`src/rtl/dl_wave_sched_pkg.sv`:
```
package dl_wave_sched_pkg;
   typedef enum logic [1:0] {
      KIND_NONE   = 2'b00,
      KIND_DIRECT = 2'b01,
      KIND_BUF    = 2'b10,
      KIND_DROP   = 2'b11
   } dec_kind_e;
endpackage

```
`src/rtl/dl_backlog_bank.sv`:
```
module dl_backlog_bank #(
   parameter int W  = 4,
   parameter int CW = 7
) (
   input  logic                  clk,
   input  logic                  rst_n,
   input  logic                  tick,
   input  logic [W-1:0]          ld_en,
   input  logic [CW-1:0]         ld_val,
   output logic [W-1:0][CW-1:0]  cnt
);
   localparam logic [CW-1:0] ONE = CW'(1);

   for (genvar g = 0; g < W; g++) begin : g_wl
      logic [CW-1:0] base;
      always_comb begin
         base = ld_en[g] ? ld_val : cnt[g];
      end

      always_ff @(posedge clk) begin
         if (!rst_n)
            cnt[g] <= '0;
         else if (tick && base != '0)
            cnt[g] <= base - ONE;
         else
            cnt[g] <= base;
      end

      // idle wavelength ages by exactly one slot per tick
      p_dec_step_r3: assert property (@(posedge clk) disable iff (!rst_n)
         (tick && !ld_en[g] && cnt[g] != '0) |=> cnt[g] == $past(cnt[g]) - ONE);
      // an empty backlog stays empty on a tick
      p_dec_floor_r3: assert property (@(posedge clk) disable iff (!rst_n)
         (tick && !ld_en[g] && cnt[g] == '0) |=> cnt[g] == '0);
      // a backlog only changes on a load or a tick
      p_hold_r2: assert property (@(posedge clk) disable iff (!rst_n)
         (!tick && !ld_en[g]) |=> $stable(cnt[g]));
   end
endmodule

```
`src/rtl/dl_wave_pick.sv`:
```
module dl_wave_pick #(
   parameter int W  = 4,
   parameter int CW = 7,
   localparam int WW = (W > 1) ? $clog2(W) : 1
) (
   input  logic                  mode_minq,
   input  logic [WW-1:0]         last_wl,
   input  logic [W-1:0][CW-1:0]  cnt,
   output logic [WW-1:0]         sel_wl
);
   localparam logic [WW-1:0] TOP = WW'(W - 1);

   logic [WW-1:0] rr_wl;
   logic [WW-1:0] min_wl;
   logic [CW-1:0] min_val;

   always_comb begin
      rr_wl = (last_wl == TOP) ? '0 : last_wl + WW'(1);
   end

   always_comb begin
      min_wl  = '0;
      min_val = cnt[0];
      for (int i = 1; i < W; i++) begin
         if (cnt[i] < min_val) begin
            min_val = cnt[i];
            min_wl  = WW'(i);
         end
      end
   end

   always_comb begin
      sel_wl = mode_minq ? min_wl : rr_wl;
   end
endmodule

```
`src/rtl/dl_free_find.sv`:
```
module dl_free_find #(
   parameter int W = 4,
   localparam int WW = (W > 1) ? $clog2(W) : 1
) (
   input  logic [W-1:0]  free_vec,
   output logic          any_free,
   output logic [WW-1:0] free_wl
);
   always_comb begin
      any_free = |free_vec;
      free_wl  = '0;
      for (int i = W - 1; i >= 0; i--) begin
         if (free_vec[i]) free_wl = WW'(i);
      end
   end
endmodule

```
`src/rtl/dl_wave_sched.sv`:
```
module dl_wave_sched
   import dl_wave_sched_pkg::*;
#(
   parameter int N  = 4,
   parameter int W  = 4,
   parameter int B  = 8,
   parameter int LW = 6,
   localparam int PW  = (N > 1) ? $clog2(N) : 1,
   localparam int WW  = (W > 1) ? $clog2(W) : 1,
   localparam int LNW = $clog2(B + 1),
   localparam int CW  = $clog2(B + (1 << LW) + 1)
) (
   input  logic             clk,
   input  logic             rst_n,
   input  logic             mode_minq,
   input  logic             slot_tick,
   input  logic             req_valid,
   input  logic [PW-1:0]    req_port,
   input  logic [LW-1:0]    req_len,
   input  logic [N*W-1:0]   port_free,
   output logic             dec_valid,
   output logic [1:0]       dec_kind,
   output logic [WW-1:0]    dec_wl,
   output logic [LNW-1:0]   dec_line
);
   if (N < 1) begin : g_bad_n
      $error("dl_wave_sched: N must be at least 1");
   end
   if (W < 2) begin : g_bad_w
      $error("dl_wave_sched: W must be at least 2");
   end
   if (B < 1) begin : g_bad_b
      $error("dl_wave_sched: B must be at least 1");
   end
   if (LW < 1) begin : g_bad_lw
      $error("dl_wave_sched: LW must be at least 1");
   end

   localparam logic [CW-1:0] DEPTH = CW'(B);
   localparam logic [CW-1:0] ONE   = CW'(1);

   logic [W-1:0][CW-1:0] cnt;
   logic [W-1:0]         free_vec;
   logic                 any_free;
   logic [WW-1:0]        free_wl;
   logic [WW-1:0]        last_wl;
   logic [WW-1:0]        sel_wl;
   logic [CW-1:0]        q_len;
   logic [CW-1:0]        need;
   logic                 fits;
   logic                 accept;
   logic [W-1:0]         ld_en;
   logic [CW-1:0]        ld_val;

   always_comb begin
      free_vec = port_free[req_port * W +: W];
   end

   dl_free_find #(.W(W)) u_free (
      .free_vec (free_vec),
      .any_free (any_free),
      .free_wl  (free_wl)
   );

   dl_wave_pick #(.W(W), .CW(CW)) u_pick (
      .mode_minq (mode_minq),
      .last_wl   (last_wl),
      .cnt       (cnt),
      .sel_wl    (sel_wl)
   );

   always_comb begin
      q_len  = cnt[sel_wl];
      need   = (q_len == '0) ? ONE : q_len;
      fits   = (need <= DEPTH);
      accept = req_valid && !any_free && fits;
      ld_val = need + CW'(req_len);
      ld_en  = '0;
      if (accept) ld_en[sel_wl] = 1'b1;
   end

   dl_backlog_bank #(.W(W), .CW(CW)) u_bank (
      .clk    (clk),
      .rst_n  (rst_n),
      .tick   (slot_tick),
      .ld_en  (ld_en),
      .ld_val (ld_val),
      .cnt    (cnt)
   );

   always_ff @(posedge clk) begin
      if (!rst_n)
         last_wl <= WW'(W - 1);
      else if (accept)
         last_wl <= sel_wl;
   end

   always_ff @(posedge clk) begin
      if (!rst_n) begin
         dec_valid <= 1'b0;
         dec_kind  <= KIND_NONE;
         dec_wl    <= '0;
         dec_line  <= '0;
      end else begin
         dec_valid <= req_valid;
         if (!req_valid) begin
            dec_kind <= KIND_NONE;
            dec_wl   <= '0;
            dec_line <= '0;
         end else if (any_free) begin
            dec_kind <= KIND_DIRECT;
            dec_wl   <= free_wl;
            dec_line <= '0;
         end else if (fits) begin
            dec_kind <= KIND_BUF;
            dec_wl   <= sel_wl;
            dec_line <= LNW'(need);
         end else begin
            dec_kind <= KIND_DROP;
            dec_wl   <= sel_wl;
            dec_line <= '0;
         end
      end
   end

   // an idle wavelength on the destination port always gives a direct decision
   p_direct_r1: assert property (@(posedge clk) disable iff (!rst_n)
      (req_valid && port_free[req_port * W +: W] != '0) |=> dec_kind == KIND_DIRECT);
   // a buffered packet uses an existing delay line
   p_line_range_r7: assert property (@(posedge clk) disable iff (!rst_n)
      (dec_valid && dec_kind == KIND_BUF) |-> (dec_line >= LNW'(1) && 32'(dec_line) <= B));
   // a drop never touches any backlog
   p_drop_quiet_r8: assert property (@(posedge clk) disable iff (!rst_n)
      (req_valid && !any_free && !fits) |-> ld_en == '0);
   // every request yields a decision in the next cycle
   p_follow_r10: assert property (@(posedge clk) disable iff (!rst_n)
      req_valid |=> dec_valid);
   // no decision without a request
   p_no_spurious_r10: assert property (@(posedge clk) disable iff (!rst_n)
      !req_valid |=> !dec_valid);
   // at most one wavelength is loaded per request
   p_one_load_r6: assert property (@(posedge clk) disable iff (!rst_n)
      $onehot0(ld_en));
endmodule

```
`config.mk`:
```
export PLATFORM = sky130hd
export DESIGN_NAME = dl_wave_sched
export DESIGN_NICKNAME = d
export VERILOG_FILES = /design/src/rtl/dl_wave_sched_pkg.sv /design/src/rtl/dl_backlog_bank.sv /design/src/rtl/dl_wave_pick.sv /design/src/rtl/dl_free_find.sv /design/src/rtl/dl_wave_sched.sv
export SDC_FILE = /design/constraint.sdc
export NUM_CORES = 1
export LEC_CHECK = 0
export CAP_MARGIN = 20
export CORE_UTILIZATION = 53
export DETAILED_ROUTE_END_ITERATION = 16
export PLACE_DENSITY = 0.81
export SKIP_CTS_REPAIR_TIMING = 1
export SYNTH_ARGS = -nofsm -noshare
export SYNTH_HDL_FRONTEND = slang
export SYNTH_HIERARCHICAL = 1
export SYNTH_SLANG_ARGS = --single-unit
```
`constraint.sdc`:
```
create_clock -name clk -period 8.4 [get_ports clk]
set_clock_uncertainty 0.2 [all_clocks]
set_input_delay 1.68 -clock clk [delete_from_list [all_inputs] [get_ports clk]]
set_output_delay 1.68 -clock clk [all_outputs]
set_load 0.01 [all_outputs]
```
==> impl_metrics.ini, run 1 <==
[finish]
fillers = 404
layout.area.seq_um2 = 783.3
syn_to_final_growth_pct = 41.12
diodes = 0
drive_gt1_frac = 0.3477
final_area_um2 = 5213
fin_nets = 573
multi_input_area_um2 = 3187
final_util = 0.7715

[routing]
route.vias.total = 4004
ant_nets = 0
drc_errors = 0
wl_per_cell_um = 22.47
postRouteWirelength_um = 13300
drt-initial-drc-count = 426
firstDrtPassIters = 5
avgViaCountPerCell = 6.764

[sta]
slew_viol_final = 0
holdWs_ns = 0.3054
fin_crit_ns = 8.448
final.setup.worst_slack_ns = -0.04844
fmax_ghz = 0.1184
finalHoldViolations = 0
fin_crit_sh = 1.006
rsz0062_at_grt = true
maxSlewHeadroom = 0.5187
setup_viol_count_final = 6
setup_tns_ns = -0.1664
tightest_slew_ns = 0.7154

[setup_path]
crit_family = compound AO/OA/AOI/OAI gates
arrival_ns = 8.44
crit_path_start_kind = flip-flop
crit_type = reg -> reg
crit_path_end_kind = flip-flop
cp_slowest_cell = mux4_2
critPathMaxStageDelay_ns = 0.60
crit_required_ns = 8.40
critPathMaxFanout = 6
path_buf_inv = 4

[synthesis]
yosysTopAreaCell = dfxtp_1
seq_area_frac_synth = 0.2114
synth_ff_type = dfxtp_1
syn_nets = 467
ys_ff_latch = 39
yosys-top-cells-area = dfxtp_1 (21%), ha_1 (11%), mux2i_1 (8.7%), mux4_2 (4.3%), mux2_2 (3.4%)
syn-mean-instance-area_um2 = 9.120
async_flop_share = 0
syn_area_um2 = 3694
synth_top_area_share = 0.2114
netlist_instances = 405
yosysUniqueCellTypes = 68
synth-edff-count = 0
yosysWarnings = 6

[global_routing]
grt_pass1_vias = 3655
grt_max_degree = 30
grt_pass1_wl_um = 16940
overflow = 0
antenna_found_initial = 0
track_usage = 0.2981

[cts]
cts_htree_levels = 2
clk_pin_slew_ns = 0.09
numCtsBuffers = 5
root_buffer = clkbuf_8
cts_sinks = 39
cts_tree = built
cts_max_path_buffers = 2
clock_latency_ns = 0.30

[floorplanning]
fp-row-count = 30
dieArea_um2 = 7307
start_util = 0.5467
core_um2 = 6756
io_pins = 38
die_y_um = 85.48
die_w_um = 85.48

[place]
hpwl_um = 8480
placed_area_um2 = 4564
gp_congestion = 0.9206
port_buffers = 37

[worst_hold_path]
hp-class = reg -> reg

[status]
status = complete, but fails checks
failed_checks = negative setup slack

[flow_run]
drv_cap = 0
[state kept, by name, summed over array words and instances, names as in the netlist]
signal      count
u_bank/cnt     28
dec_wl          2
dec_line        4
last_wl         2
dec_kind        2
dec_valid       1
[final cells by class]
cell class,count,share of cell area
repair buffers,113,0.1819
clock inverters,3,0.003841
clock buffers,5,0.01320
well taps,80,0.01920
multi-input cells,324,0.6114
inverters,28,0.02016
flip-flops and latches,39,0.1503
[worst paths after layout]
kind	start	to	slack, ns	depth (start not counted)
worst min-delay path	last_wl[1]	last_wl[1]	0.31	1
worst min register to register	last_wl[1]	last_wl[1]	0.31	1
worst max-delay path	u_bank/cnt[4]	u_bank/cnt[5]	-0.05	36
worst max register to register	u_bank/cnt[4]	u_bank/cnt[5]	-0.05	36
[through the flow]
stage | setup WS, ns | cells
CTS | -0.5931 | 578
detailed placement | -0.4790 | 570
global route | -0.2494 | 592
floorplan | 0.02267 | 405
finish | -0.04844 | 592
global placement | -0.04708 | 570
[layer usage]
metal	GRT usage	routed length, µm
met3	0.05350	1363
met4	0.1000	905
met1	0.3468	4631
met2	0.5484	6399
met5	0	0
[Yosys cell counts, types with 4 or more instances]
| library cell | count |
|---|---|
| mux4_2 | 7 |
| a21oi_1 | 19 |
| and2_1 | 19 |
| dfxtp_1 | 39 |
| nor3b_1 | 4 |
| mux2_2 | 11 |
| o21ai_1 | 4 |
| o31ai_1 | 5 |
| a21o_1 | 8 |
| mux2i_1 | 32 |
| nand2_1 | 20 |
| clkbuf_1 | 6 |
| mux4_1 | 4 |
| nand4_1 | 8 |
| nor4_1 | 4 |
| nand3_1 | 11 |
| buf_2 | 5 |
| a211oi_1 | 7 |
| xnor2_1 | 4 |
| nor2b_1 | 8 |
| xor2_1 | 13 |
| nor2_1 | 22 |
| ha_1 | 32 |
| o21ai_0 | 8 |
| nor3_1 | 14 |
| inv_1 | 28 |
[cells by family after synthesis]
family          after synthesis  share of synthesized area
compound gates               84                     0.1785
mux                          55                     0.1975
buf+inv                      42                    0.04878
flops                        39                     0.2114
simple gates                135                     0.2097
xor+xnor                     17                    0.04031
fa+ha+maj                    33                     0.1138
[placed cells by master, fill, tap and decap left out, types with 8 or more instances in the layout]
cell type	n
a21o_1	8
a21oi_1	15
and2_1	18
buf_4	74
clkdlybuf4s50_1	37
dfxtp_1	37
ha_1	19
ha_4	10
inv_1	28
mux2_2	9
mux2i_1	21
mux2i_4	8
mux4_2	8
nand2_1	17
nand3_1	10
nand4_1	8
nor2_1	19
nor3_1	14
xor2_1	13
Power of run 1 is left out: the tool's default activity adds up to more than one toggle a clock period on the data nets, which glitch-free logic cannot reach.
==> inputs of run 2 (changes only) <==
Settings changed: CAP_MARGIN 20 to default.
==> results of run 2 <==
The final DEF is identical to that of run 1; final timing and power are the same.
Power of run 2 is left out for the same reason.
==> inputs of run 3 (changes only) <==
Settings changed: ABC_CLOCK_PERIOD_IN_PS from default to 8400, SETUP_SLACK_MARGIN from default to 0.2.
==> run 3 against run 2 <==
  * The flow still finishes with violations (negative setup slack)
  * Die area unchanged
  * Wire length is 2.1% lower
  * Final area is 2.5% higher
  * Count of clock-buffer cells in the layout is 2 higher
  * Hold slack gained 0.0095 ns
  * Core utilization up 1.9 points
  * Critical path depth shrank 1
  * Final cell count is 0.34% higher
  * Global-route usage decreased by 0.60 points
  * Via count down 3.6%
  * Register-to-register slack worse by 0.16 ns
  * Sequential share of layout area fell by 0.34 points
  * Critical endpoint is now u_bank/cnt[13]
  * Highest routed layer unchanged
==> impl_metrics.ini, run 3 (synthesis results as in run 1) <==
[finish]
layout_commonest_cell = buf_4
top_register = u_bank/cnt
syn_to_final_growth_pct = 44.61
drive_gt1_frac = 0.3755
multi_input_area_um2 = 3284
layout_common_cells = buf_4 (70), clkdlybuf4s50_1 (37), dfxtp_1 (36)
layout.area.seq_um2 = 784.5
reg_top3 = u_bank/cnt x28, dec_line x4
fin_nets = 575
fillers = 400
diodes = 0
largest_register_ffs = 28

[setup_path]
critPathMaxStageDelay_ns = 0.58
critPathMaxFanout = 7
crit_path_start_kind = flip-flop
rrSetupSlack_ns = -0.21
cp_common_cell = a21o_1
crit_type = reg -> reg
reg2regPathDepth = 35
crit_path_end_kind = flip-flop
cp_slowest_cell = mux4_2
arrival_ns = 8.65
r2r_end = u_bank/cnt[13]
r2r_start = u_bank/cnt[3]
crit_required_ns = 8.44

[sta]
final.setup.worst_slack_ns = -0.2129
fin_crit_sh = 1.025
setup_viol_count_final = 24
fmax_ghz = 0.1161
finalHoldViolations = 0
holdWs_ns = 0.3148
maxSlewHeadroom = 0.4187
slew_viol_final = 0
tightest_slew_ns = 0.8639
rsz0062_at_grt = true
fin_crit_ns = 8.613

[floorplanning]
io_pins = 38
start_util = 0.5467
die_w_um = 85.48
die_y_um = 85.48
core_um2 = 6756
dieArea_um2 = 7307
fp-row-count = 30

[cts]
cts_tree = built
cts_sinks = 39
root_buffer = clkbuf_8
numCtsBuffers = 5
clk_pin_slew_ns = 0.09
clock_latency_ns = 0.30
cts_htree_levels = 2
cts_max_path_buffers = 2

[worst_hold_path]
hp-class = reg -> reg
holdPathStages = 1
min_delay_worst_endpoint = last_wl[1]
min-delay-start = last_wl[1]

[global_routing]
grt_pass1_wl_um = 16700
overflow = 0
antenna_found_initial = 0
grt_pass1_vias = 3478
grt_max_degree = 30
track_usage = 0.2922

[routing]
postRouteWirelength_um = 13020
firstDrtPassIters = 5
route.vias.total = 3861
avgViaCountPerCell = 6.500
wl_per_cell_um = 21.91
drc_errors = 0
ant_nets = 0
drt-initial-drc-count = 327

[place]
hpwl_um = 8290
gp_congestion = 1.023
port_buffers = 37

[flow_run]
drv_cap = 0

[status]
failed_checks = negative setup slack
status = complete, but fails checks
## run 3: cell types whose count changed in the layout (fill, tap and decap cells not counted), sizes merged
cell,delta
clkinvlp,-2
clkbuf,+2
buf,+2
## run 3: worst max-delay path: cells and delay by family, from the launching register on
family                     cells  cell delay, ns
and+or+nand+nor                6            1.26
muxes                          3            1.22
adders and majority gates      5            1.32
buffers and inverters          4            0.46
AOI/OAI and AO/OA             17            3.70
DFF                            1            0.36
## run 3: layout make-up
| class | count | area share |
|---|---|---|
| Clock buffer | 7 | 0.01429 |
| Clock inverter | 1 | 0.0009370 |
| Inverter | 28 | 0.01968 |
| Multi-Input combinational cell | 324 | 0.6149 |
| Sequential cell | 39 | 0.1469 |
| Tap cell | 80 | 0.01874 |
| Timing Repair Buffer | 115 | 0.1846 |
## run 3: worst max path at each step
| stage | slack, ns | startpoint | endpoint |
|---|---|---|---|
| 5_1_grt | -0.41 | u_bank/cnt[3] | u_bank/cnt[3] |
| 6_report | -0.21 | u_bank/cnt[3] | u_bank/cnt[13] |
| 2_1_floorplan | 0.23 | u_bank/cnt[4] | u_bank/cnt[26] |
| 3_5_place_dp | -0.26 | u_bank/cnt[6] | u_bank/cnt[26] |
| 3_3_place_gp | -0.04 | u_bank/cnt[4] | u_bank/cnt[4] |
| 4_1_cts | -0.29 | u_bank/cnt[6] | u_bank/cnt[26] |
## run 3: through the flow
stage	cells	utilization	TNS, ns	instance area [µm²]	setup slack, ns
2_1_floorplan	405	-	0	3724	0.2253
3_3_place_gp	568	0.6778	-0.04313	4579	-0.04313
3_5_place_dp	568	0.6778	-3.329	4579	-0.2557
4_1_cts	576	0.6898	-4.390	4661	-0.2923
5_1_grt	594	0.7906	-8.155	5341	-0.4117
6_report	594	0.7906	-2.242	5341	-0.2129
## run 3: routing by layer
metal	vias up	GRT usage	wire length, µm	part of all wire
li1	1723	-	-	-
met1	1853	0.3552	4972	0.38
met2	220	0.5171	6460	0.50
met3	65	0.05642	970	0.075
met4	0	0.09545	611	0.047
met5	-	0	0	0
Power of run 3 is left out for the same reason.
